$ cat config.mk
export PLATFORM = sky130hd
export DESIGN_NAME = msi_node_ctrl
export DESIGN_NICKNAME = d
export VERILOG_FILES = /design/src/rtl/msi_pkg.sv /design/src/rtl/msi_line_store.sv /design/src/rtl/msi_dir_responder.sv /design/src/rtl/msi_miss_fsm.sv /design/src/rtl/msi_node_ctrl.sv
export SDC_FILE = /design/constraint.sdc
export NUM_CORES = 1
export LEC_CHECK = 0
export BUFFER_PORTS_ARGS = -buffer_cell sky130_fd_sc_hd__clkbuf_2
export CAP_MARGIN = 10
export CORE_UTILIZATION = 55
export CTS_CLUSTER_SIZE = 30
export DETAILED_ROUTE_END_ITERATION = 6
export GPL_ROUTABILITY_DRIVEN = 0
export PLACE_DENSITY = 0.8
export RECOVER_POWER = 100
export SETUP_SLACK_MARGIN = 0.02
export SLEW_MARGIN = 20
export SYNTH_ARGS = -nofsm -noshare
export SYNTH_HDL_FRONTEND = slang
export SYNTH_SLANG_ARGS = --single-unit
export TNS_END_PERCENT = 30
$ cat constraint.sdc
create_clock -name clk -period 6.4 [get_ports clk]
set_clock_uncertainty 0.2 [all_clocks]
set_input_delay 0.64 -clock clk [delete_from_list [all_inputs] [get_ports clk]]
set_output_delay 0.64 -clock clk [all_outputs]
set_load 0.01 [all_outputs]
$ cat src/rtl/msi_pkg.sv
package msi_pkg;
  typedef enum logic [1:0] {
    LN_I = 2'd0,
    LN_S = 2'd1,
    LN_M = 2'd2
  } line_st_e;

  typedef enum logic [3:0] {
    MT_NONE     = 4'd0,
    MT_RD_MISS  = 4'd1,
    MT_WR_MISS  = 4'd2,
    MT_WBACK    = 4'd3,
    MT_FWD_DATA = 4'd4,
    MT_INV_ACK  = 4'd5,
    MT_RD_REPLY = 4'd6,
    MT_WR_REPLY = 4'd7,
    MT_FETCH_RD = 4'd8,
    MT_FETCH_WR = 4'd9,
    MT_INVAL    = 4'd10
  } msg_e;

  typedef enum logic [1:0] {
    FS_IDLE  = 2'd0,
    FS_EVICT = 2'd1,
    FS_ISSUE = 2'd2,
    FS_WAIT  = 2'd3
  } miss_st_e;
endpackage

$ cat src/rtl/msi_line_store.sv
module msi_line_store
  import msi_pkg::*;
#(
  parameter int SETS   = 8,
  parameter int IDX_W  = 3,
  parameter int TAG_W  = 5,
  parameter int DATA_W = 16
) (
  input  logic              clk,
  input  logic              rst_n,
  input  logic              wr_en,
  input  logic [IDX_W-1:0]  wr_idx,
  input  line_st_e          wr_state,
  input  logic              wr_fill,
  input  logic [TAG_W-1:0]  wr_tag,
  input  logic [DATA_W-1:0] wr_data,
  input  logic [IDX_W-1:0]  ra_idx,
  output line_st_e          ra_state,
  output logic [TAG_W-1:0]  ra_tag,
  output logic [DATA_W-1:0] ra_data,
  input  logic [IDX_W-1:0]  rb_idx,
  output line_st_e          rb_state,
  output logic [TAG_W-1:0]  rb_tag,
  output logic [DATA_W-1:0] rb_data
);
  line_st_e          st_q [SETS];
  line_st_e          st_d [SETS];
  logic [TAG_W-1:0]  tag_q [SETS];
  logic [DATA_W-1:0] dat_q [SETS];

  always_comb begin
    st_d = st_q;
    if (wr_en) st_d[wr_idx] = wr_state;
  end

  always_ff @(posedge clk or negedge rst_n) begin
    if (!rst_n) begin
      for (int i = 0; i < SETS; i++) st_q[i] <= LN_I;
    end else begin
      st_q <= st_d;
    end
  end

  always_ff @(posedge clk) begin
    if (wr_en && wr_fill) begin
      tag_q[wr_idx] <= wr_tag;
      dat_q[wr_idx] <= wr_data;
    end
  end

  assign ra_state = st_q[ra_idx];
  assign ra_tag   = tag_q[ra_idx];
  assign ra_data  = dat_q[ra_idx];
  assign rb_state = st_q[rb_idx];
  assign rb_tag   = tag_q[rb_idx];
  assign rb_data  = dat_q[rb_idx];
endmodule

$ cat src/rtl/msi_dir_responder.sv
module msi_dir_responder
  import msi_pkg::*;
#(
  parameter int NODES  = 4,
  parameter int NODE_W = 2,
  parameter int ADDR_W = 8,
  parameter int IDX_W  = 3,
  parameter int DATA_W = 16
) (
  input  logic                    in_valid,
  input  logic [3:0]              in_type,
  input  logic [NODE_W-1:0]       in_src,
  input  logic [ADDR_W-1:0]       in_addr,
  input  line_st_e                ln_state,
  input  logic [ADDR_W-IDX_W-1:0] ln_tag,
  input  logic [DATA_W-1:0]       ln_data,
  input  logic                    out_ready,
  output logic                    in_ready,
  output logic                    rsp_valid,
  output logic [3:0]              rsp_type,
  output logic [NODES-1:0]        rsp_dest,
  output logic [DATA_W-1:0]       rsp_data,
  output logic                    upd_en,
  output line_st_e                upd_state
);
  localparam int TAG_W = ADDR_W - IDX_W;
  localparam logic [NODES-1:0] ONE = {{(NODES-1){1'b0}}, 1'b1};

  logic             tag_hit, own_m, need, upd;
  logic [NODES-1:0] home_oh, src_oh;

  assign tag_hit = (ln_state != LN_I) && (ln_tag == in_addr[ADDR_W-1 -: TAG_W]);
  assign own_m   = tag_hit && (ln_state == LN_M);
  assign home_oh = ONE << in_addr[ADDR_W-1 -: NODE_W];
  assign src_oh  = ONE << in_src;

  always_comb begin
    need      = 1'b0;
    upd       = 1'b0;
    upd_state = LN_I;
    rsp_type  = MT_NONE;
    rsp_dest  = '0;
    rsp_data  = ln_data;
    case (msg_e'(in_type))
      MT_FETCH_RD: begin
        need      = own_m;
        upd       = own_m;
        upd_state = LN_S;
        rsp_type  = MT_FWD_DATA;
        rsp_dest  = home_oh | src_oh;
      end
      MT_FETCH_WR: begin
        need      = own_m;
        upd       = own_m;
        upd_state = LN_I;
        rsp_type  = MT_FWD_DATA;
        rsp_dest  = home_oh;
      end
      MT_INVAL: begin
        need      = 1'b1;
        upd       = tag_hit;
        upd_state = LN_I;
        rsp_type  = MT_INV_ACK;
        rsp_dest  = src_oh;
        rsp_data  = '0;
      end
      default: ;
    endcase
  end

  assign in_ready  = need ? out_ready : 1'b1;
  assign rsp_valid = in_valid && need;
  assign upd_en    = in_valid && in_ready && upd;
endmodule

$ cat src/rtl/msi_miss_fsm.sv
module msi_miss_fsm
  import msi_pkg::*;
#(
  parameter int NODES   = 4,
  parameter int NODE_ID = 0,
  parameter int NODE_W  = 2,
  parameter int ADDR_W  = 8,
  parameter int IDX_W   = 3,
  parameter int DATA_W  = 16
) (
  input  logic                    clk,
  input  logic                    rst_n,
  input  logic                    cpu_valid,
  input  logic                    cpu_we,
  input  logic [ADDR_W-1:0]       cpu_addr,
  input  logic                    cpu_hit,
  input  line_st_e                va_state,
  input  logic [ADDR_W-IDX_W-1:0] va_tag,
  input  logic [DATA_W-1:0]       va_data,
  input  logic                    in_valid,
  input  logic [3:0]              in_type,
  input  logic [ADDR_W-1:0]       in_addr,
  input  logic [DATA_W-1:0]       in_data,
  input  logic                    lm_dirty,
  input  logic [DATA_W-1:0]       lm_rdata,
  input  logic                    net_ready,
  output logic                    busy,
  output logic [ADDR_W-1:0]       req_addr,
  output logic                    net_valid,
  output logic [3:0]              net_type,
  output logic [NODES-1:0]        net_dest,
  output logic [ADDR_W-1:0]       net_addr,
  output logic [DATA_W-1:0]       net_data,
  output logic                    fill_en,
  output line_st_e                fill_state,
  output logic                    fill_td,
  output logic [DATA_W-1:0]       fill_data,
  output logic                    lm_take
);
  localparam int TAG_W = ADDR_W - IDX_W;
  localparam logic [NODES-1:0] ONE = {{(NODES-1){1'b0}}, 1'b1};

  miss_st_e          fsm_q, fsm_d;
  logic [ADDR_W-1:0] req_q, req_d;
  logic              we_q, we_d;
  logic              cap_en;
  logic [ADDR_W-1:0] vic_addr;
  logic              req_local, vic_dirty, reply_ok;

  assign vic_addr  = {va_tag, req_q[IDX_W-1:0]};
  assign req_local = (req_q[ADDR_W-1 -: NODE_W] == NODE_W'(NODE_ID));
  assign vic_dirty = (va_state == LN_M) && (va_tag != req_q[ADDR_W-1 -: TAG_W]);
  assign reply_ok  = in_valid && (in_addr == req_q) &&
                     ((msg_e'(in_type) == MT_RD_REPLY) || (msg_e'(in_type) == MT_WR_REPLY));

  always_comb begin
    fsm_d      = fsm_q;
    req_d      = req_q;
    we_d       = we_q;
    cap_en     = 1'b0;
    net_valid  = 1'b0;
    net_type   = MT_NONE;
    net_dest   = '0;
    net_addr   = req_q;
    net_data   = '0;
    fill_en    = 1'b0;
    fill_state = LN_I;
    fill_td    = 1'b0;
    fill_data  = in_data;
    lm_take    = 1'b0;
    case (fsm_q)
      FS_IDLE: begin
        if (cpu_valid && !cpu_hit && !in_valid) begin
          cap_en = 1'b1;
          req_d  = cpu_addr;
          we_d   = cpu_we;
          fsm_d  = ((va_state == LN_M) && (va_tag != cpu_addr[ADDR_W-1 -: TAG_W]))
                   ? FS_EVICT : FS_ISSUE;
        end
      end
      FS_EVICT: begin
        if (!in_valid) begin
          if (vic_dirty) begin
            net_valid = 1'b1;
            net_type  = MT_WBACK;
            net_dest  = ONE << vic_addr[ADDR_W-1 -: NODE_W];
            net_addr  = vic_addr;
            net_data  = va_data;
            if (net_ready) begin
              fill_en = 1'b1;
              fsm_d   = FS_ISSUE;
            end
          end else begin
            fsm_d = FS_ISSUE;
          end
        end
      end
      FS_ISSUE: begin
        if (!in_valid) begin
          if (req_local && !we_q && !lm_dirty) begin
            lm_take    = 1'b1;
            fill_en    = 1'b1;
            fill_td    = 1'b1;
            fill_state = LN_S;
            fill_data  = lm_rdata;
            fsm_d      = FS_IDLE;
          end else begin
            net_valid = 1'b1;
            net_type  = we_q ? MT_WR_MISS : MT_RD_MISS;
            net_dest  = ONE << req_q[ADDR_W-1 -: NODE_W];
            if (net_ready) fsm_d = FS_WAIT;
          end
        end
      end
      FS_WAIT: begin
        if (reply_ok) begin
          fill_en    = 1'b1;
          fill_td    = 1'b1;
          fill_state = (msg_e'(in_type) == MT_WR_REPLY) ? LN_M : LN_S;
          fsm_d      = FS_IDLE;
        end
      end
      default: fsm_d = FS_IDLE;
    endcase
  end

  always_ff @(posedge clk or negedge rst_n) begin
    if (!rst_n) begin
      fsm_q <= FS_IDLE;
      req_q <= '0;
      we_q  <= 1'b0;
    end else begin
      fsm_q <= fsm_d;
      if (cap_en) begin
        req_q <= req_d;
        we_q  <= we_d;
      end
    end
  end

  assign busy     = (fsm_q != FS_IDLE);
  assign req_addr = req_q;
endmodule

$ cat src/rtl/msi_node_ctrl.sv
module msi_node_ctrl
  import msi_pkg::*;
#(
  parameter int NODES   = 4,
  parameter int NODE_ID = 0,
  parameter int ADDR_W  = 8,
  parameter int DATA_W  = 16,
  parameter int SETS    = 8
) (
  input  logic                       clk,
  input  logic                       rst_n,
  input  logic                       cpu_valid_i,
  input  logic                       cpu_we_i,
  input  logic [ADDR_W-1:0]          cpu_addr_i,
  input  logic [DATA_W-1:0]          cpu_wdata_i,
  output logic                       cpu_ready_o,
  output logic [DATA_W-1:0]          cpu_rdata_o,
  output logic                       out_valid_o,
  input  logic                       out_ready_i,
  output logic [3:0]                 out_type_o,
  output logic [NODES-1:0]           out_dest_o,
  output logic [ADDR_W-1:0]          out_addr_o,
  output logic [DATA_W-1:0]          out_data_o,
  input  logic                       in_valid_i,
  output logic                       in_ready_o,
  input  logic [3:0]                 in_type_i,
  input  logic [$clog2(NODES)-1:0]   in_src_i,
  input  logic [ADDR_W-1:0]          in_addr_i,
  input  logic [DATA_W-1:0]          in_data_i,
  output logic [ADDR_W-1:0]          lm_addr_o,
  input  logic                       lm_dirty_i,
  input  logic [DATA_W-1:0]          lm_rdata_i,
  output logic                       lm_take_o
);
  localparam int NODE_W = $clog2(NODES);
  localparam int IDX_W  = $clog2(SETS);
  localparam int TAG_W  = ADDR_W - IDX_W;

  line_st_e          ra_state, rb_state, wr_state, upd_state, fill_state;
  logic [TAG_W-1:0]  ra_tag, rb_tag, wr_tag;
  logic [DATA_W-1:0] ra_data, rb_data, wr_data, fill_data, rsp_data, net_data;
  logic [IDX_W-1:0]  ra_idx, wr_idx;
  logic              wr_en, wr_fill;
  logic              cpu_hit, store_go, busy;
  logic [ADDR_W-1:0] req_addr, net_addr;
  logic              rsp_valid, upd_en, net_valid, fill_en, fill_td;
  logic [3:0]        rsp_type, net_type;
  logic [NODES-1:0]  rsp_dest, net_dest;

  assign ra_idx  = busy ? req_addr[IDX_W-1:0] : cpu_addr_i[IDX_W-1:0];
  assign cpu_hit = (ra_state != LN_I) && (ra_tag == cpu_addr_i[ADDR_W-1 -: TAG_W]) &&
                   (!cpu_we_i || (ra_state == LN_M));
  assign cpu_ready_o = cpu_valid_i && cpu_hit && !busy && !in_valid_i;
  assign cpu_rdata_o = ra_data;
  assign store_go    = cpu_ready_o && cpu_we_i;

  msi_line_store #(
    .SETS(SETS), .IDX_W(IDX_W), .TAG_W(TAG_W), .DATA_W(DATA_W)
  ) store_u (
    .clk(clk), .rst_n(rst_n),
    .wr_en(wr_en), .wr_idx(wr_idx), .wr_state(wr_state), .wr_fill(wr_fill),
    .wr_tag(wr_tag), .wr_data(wr_data),
    .ra_idx(ra_idx), .ra_state(ra_state), .ra_tag(ra_tag), .ra_data(ra_data),
    .rb_idx(in_addr_i[IDX_W-1:0]), .rb_state(rb_state), .rb_tag(rb_tag), .rb_data(rb_data)
  );

  msi_dir_responder #(
    .NODES(NODES), .NODE_W(NODE_W), .ADDR_W(ADDR_W), .IDX_W(IDX_W), .DATA_W(DATA_W)
  ) resp_u (
    .in_valid(in_valid_i), .in_type(in_type_i), .in_src(in_src_i), .in_addr(in_addr_i),
    .ln_state(rb_state), .ln_tag(rb_tag), .ln_data(rb_data), .out_ready(out_ready_i),
    .in_ready(in_ready_o), .rsp_valid(rsp_valid), .rsp_type(rsp_type), .rsp_dest(rsp_dest),
    .rsp_data(rsp_data), .upd_en(upd_en), .upd_state(upd_state)
  );

  msi_miss_fsm #(
    .NODES(NODES), .NODE_ID(NODE_ID), .NODE_W(NODE_W), .ADDR_W(ADDR_W),
    .IDX_W(IDX_W), .DATA_W(DATA_W)
  ) miss_u (
    .clk(clk), .rst_n(rst_n),
    .cpu_valid(cpu_valid_i), .cpu_we(cpu_we_i), .cpu_addr(cpu_addr_i), .cpu_hit(cpu_hit),
    .va_state(ra_state), .va_tag(ra_tag), .va_data(ra_data),
    .in_valid(in_valid_i), .in_type(in_type_i), .in_addr(in_addr_i), .in_data(in_data_i),
    .lm_dirty(lm_dirty_i), .lm_rdata(lm_rdata_i), .net_ready(out_ready_i),
    .busy(busy), .req_addr(req_addr),
    .net_valid(net_valid), .net_type(net_type), .net_dest(net_dest),
    .net_addr(net_addr), .net_data(net_data),
    .fill_en(fill_en), .fill_state(fill_state), .fill_td(fill_td),
    .fill_data(fill_data), .lm_take(lm_take_o)
  );

  // One write port: directory commands, then miss engine, then store hits.
  always_comb begin
    wr_en    = 1'b0;
    wr_idx   = cpu_addr_i[IDX_W-1:0];
    wr_state = LN_M;
    wr_fill  = 1'b0;
    wr_tag   = cpu_addr_i[ADDR_W-1 -: TAG_W];
    wr_data  = cpu_wdata_i;
    if (upd_en) begin
      wr_en    = 1'b1;
      wr_idx   = in_addr_i[IDX_W-1:0];
      wr_state = upd_state;
    end else if (fill_en) begin
      wr_en    = 1'b1;
      wr_idx   = req_addr[IDX_W-1:0];
      wr_state = fill_state;
      wr_fill  = fill_td;
      wr_tag   = req_addr[ADDR_W-1 -: TAG_W];
      wr_data  = fill_data;
    end else if (store_go) begin
      wr_en   = 1'b1;
      wr_fill = 1'b1;
    end
  end

  // Directory responses own the output channel whenever they are present.
  assign out_valid_o = rsp_valid || net_valid;
  assign out_type_o  = rsp_valid ? rsp_type : net_type;
  assign out_dest_o  = rsp_valid ? rsp_dest : net_dest;
  assign out_addr_o  = rsp_valid ? in_addr_i : net_addr;
  assign out_data_o  = rsp_valid ? rsp_data : net_data;
  assign lm_addr_o   = req_addr;
endmodule

==> results.cfg <==
[run_status]
run_status = finished, violations left
violations = capacitance limit, slew limit

[routing]
m1WireLength_mm = 12.02
ant_nets = 0
drc_errors = 0
detailroute.wirelength.met2_mm = 13.84
vias_per_cell = 6.599
dr_wl_met3_mm = 2.592
drtIter0Drc = 840
avgRoutedWirePerCell_um = 24.53
first_pass_iters = 5
wirelength_mm = 29.39
routed.top_layer = met4
dr_total_vias = 7906

[power]
p_leak_nw = 4.680
power_density_nw_per_um2 = 378.8
max-vdd-ir-drop_v = 0.0002010
totalPowerFinal_mw = 4.743

[placed_design]
detailedPlace.worstSlack_ns = 0.8979
dp_cells = 1166
dpl.hpwl_mm = 19.74
io_buffers = 135
place_area_um2 = 12000

[clocking]
clock-sinks = 195
cts-root-buf = clkbuf_16
cts_tree = yes
path_clk_slew_ns = 0.08
clockBufferDepth = 2
insertion_delay_ns = 0.44
cts_buffers = 17
post_cts_resized = 0
holdBufCountCts = 0
cts_setup_buffers = 0
cts.htree.levels = 4

[grt]
antenna_found_initial = 0
grt_pass1_vias = 7656
grt_max_degree = 35
grt_pass1_wl_mm = 44.85
grt_usage_pct = 30.09
grt_overflow_total = 0

[critical_path]
critical_path_class = register to output port
required_ns = 5.56
cp.arrival_ns = 5.03
crit_fanout = 22
endpoint_kind = output port
start_kind = register

[die]
core_area_um2 = 19590
fp.dieArea_um2 = 20640
die_w_um = 143.7
boundaryPins = 137
initial_utilization_pct = 56.35
rows = 51
die-height_um = 143.7

[sta]
fin_crit_ns = 5.872
fin_ws_ns = 0.5279
slew_headroom_pct = -8.898
period_share_pct = 91.75
holdWs_ns = 0.2641
max_freq_mhz = 170.3
rsz0062_at_grt = false
slew_viol_final = 49
fin_tns_setup_ns = 0
worst_pin_slew_ns = 1.633
finalSetupViolCount = 0
hold_violations = 0

[run]
max_cap_viol_count = 2

[layout]
regArea_um2 = 5720
n_fill_cell = 1430
num_antenna_cells = 0
design_area_um2 = 12520
utilization_pct = 63.91
area_growth_pct = 13.43
nNetsFinal = 1002
multi_input_area_um2 = 4943
final_cells = 1198
drive_gt1_share_pct = 26.80

[logic_synthesis]
synthArstFlopShare_pct = 13.85
synth_cells = 796
synth_area_um2 = 11040
yosysWarnings = 0
synth-edff-count = 168
synth_flop_cell = edfxtp_1
ys_seq_area_share_pct = 51.82
ys_seq_elements = 195
synth_fp_nets = 878
syn_area_per_cell_um2 = 13.87
netlist-cell-type-count = 69

[hold_path]
hp-class = input port to register
-- critical path, stage by stage (launching register included) --
cell	delay [ns]
dfrtp_1	0.40
inv_1	0.14
ha_1	0.54
mux2i_4	0.92
mux4_2	0.44
mux2i_4	0.20
xor2_1	0.24
o221ai_2	0.20
o21ai_0	0.68
buf_4	0.44
o22ai_1	0.17
clkbuf_1	0.18
-- power breakdown --
| group | total (mW) | internal, mW | leakage [nW] | switching [mW] |
|---|---|---|---|---|
| sequential | 1.58 | 1.47 | 1.86 | 0.107 |
| clock | 1.21 | 0.707 | 0.325 | 0.502 |
| combinational | 1.96 | 0.835 | 2.49 | 1.12 |
| total | 4.74 | 3.01 | 4.68 | 1.73 |
-- flip-flops by register name (all words and copies together), names as in the netlist --
register	cells
store_u.dat_q	128
store_u.st_q	16
miss_u.we_q	1
miss_u.fsm_q	2
store_u.tag_q	40
miss_u.req_addr	8
-- cell usage in the layout, fill, tap and decap left out, types with 4 or more instances in the layout --
| master | count |
|---|---|
| o21ba_1 | 4 |
| ha_1 | 5 |
| and2_0 | 15 |
| nand4_1 | 4 |
| edfxtp_1 | 168 |
| dfrtp_1 | 27 |
| o211ai_1 | 9 |
| bufinv_16 | 5 |
| and2_1 | 7 |
| nor2_2 | 7 |
| clkbuf_1 | 44 |
| mux2_2 | 7 |
| clkbuf_2 | 101 |
| inv_1 | 29 |
| mux2_1 | 27 |
| nor2_1 | 25 |
| mux4_2 | 74 |
| nand2_1 | 62 |
| o22ai_1 | 20 |
| nand3_1 | 5 |
| nor2b_1 | 7 |
| a21oi_1 | 24 |
| nor3_1 | 8 |
| mux2i_1 | 72 |
| buf_4 | 10 |
| o21ai_0 | 27 |
| a22oi_1 | 19 |
| clkbuf_16 | 17 |
| and3_1 | 11 |
| xnor2_1 | 9 |
| a211oi_1 | 5 |
-- synthesized netlist by cell type (5+ instances only) --
cell / instances / share of area [%]
a211oi_1: 5 / 0.34
a21oi_1: 24 / 1.1
a22oi_1: 19 / 1.3
and2_1: 22 / 1.2
and3_1: 11 / 0.62
buf_1: 12 / 0.41
buf_2: 11 / 0.50
clkbuf_1: 22 / 0.75
dfrtp_1: 27 / 6.1
edfxtp_1: 168 / 46
ha_1: 5 / 0.57
inv_1: 29 / 0.99
mux2_1: 21 / 2.1
mux2_2: 11 / 1.1
mux2_4: 5 / 0.68
mux2i_1: 73 / 6.6
mux4_2: 74 / 15
nand2_1: 62 / 2.1
nand3_1: 5 / 0.23
nor2_1: 32 / 1.1
nor2b_1: 7 / 0.40
nor3_1: 8 / 0.36
o211ai_1: 6 / 0.41
o21ai_0: 26 / 1.2
o22ai_1: 20 / 1.1
xnor2_1: 9 / 0.71
-- logic make-up after synthesis --
family	share of synthesized area, %
compound gates	9.295
other cells	0.03397
buf+inv	3.083
fa+ha+maj	0.5668
xor+xnor	0.9522
mux	26.28
simple gates	7.969
flops	51.83
-- layout make-up --
| class | instances | area share, % |
|---|---|---|
| clock buffers | 17 | 3.398 |
| clock inverters | 15 | 1.959 |
| inverters | 29 | 0.8694 |
| multi-input cells | 522 | 39.48 |
| flip-flops and latches | 195 | 45.69 |
| well taps | 265 | 2.648 |
| repair buffers | 155 | 5.956 |
-- metal layers --
| metal | GRT usage, % | vias up |
|---|---|---|
| met4 | 11.81 | 0 |
| met3 | 6.398 | 79 |
| met1 | 40.70 | 3910 |
| met5 | 0 | - |
| li1 | - | 3397 |
| met2 | 47.80 | 520 |
-- worst paths after layout --
kind / slack [ns] / endpoint / start / cells past startpoint
setup / recovery: 0.53 / out_data_o[14] / miss_u.fsm_q[0]$_DFFE_PN0P_ / 11
hold / removal: 0.26 / miss_u.we_q$_DFFE_PN0P_ / cpu_we_i / 2
setup reg to reg: 0.56 / store_u.tag_q[6][2]$_DFFE_PP_ / miss_u.fsm_q[0]$_DFFE_PN0P_ / 12
hold reg to reg: 0.32 / store_u.st_q[3]$_DFFE_PN0P_ / store_u.st_q[3]$_DFFE_PN0P_ / 1
max in group asynchronous: 4.69 / store_u.st_q[4]$_DFFE_PN0P_ / rst_n / 1
min in group asynchronous: 0.38 / miss_u.req_addr[5]$_DFFE_PN0P_ / rst_n / 1
No activity file was read; power rests on OpenSTA's default activity.
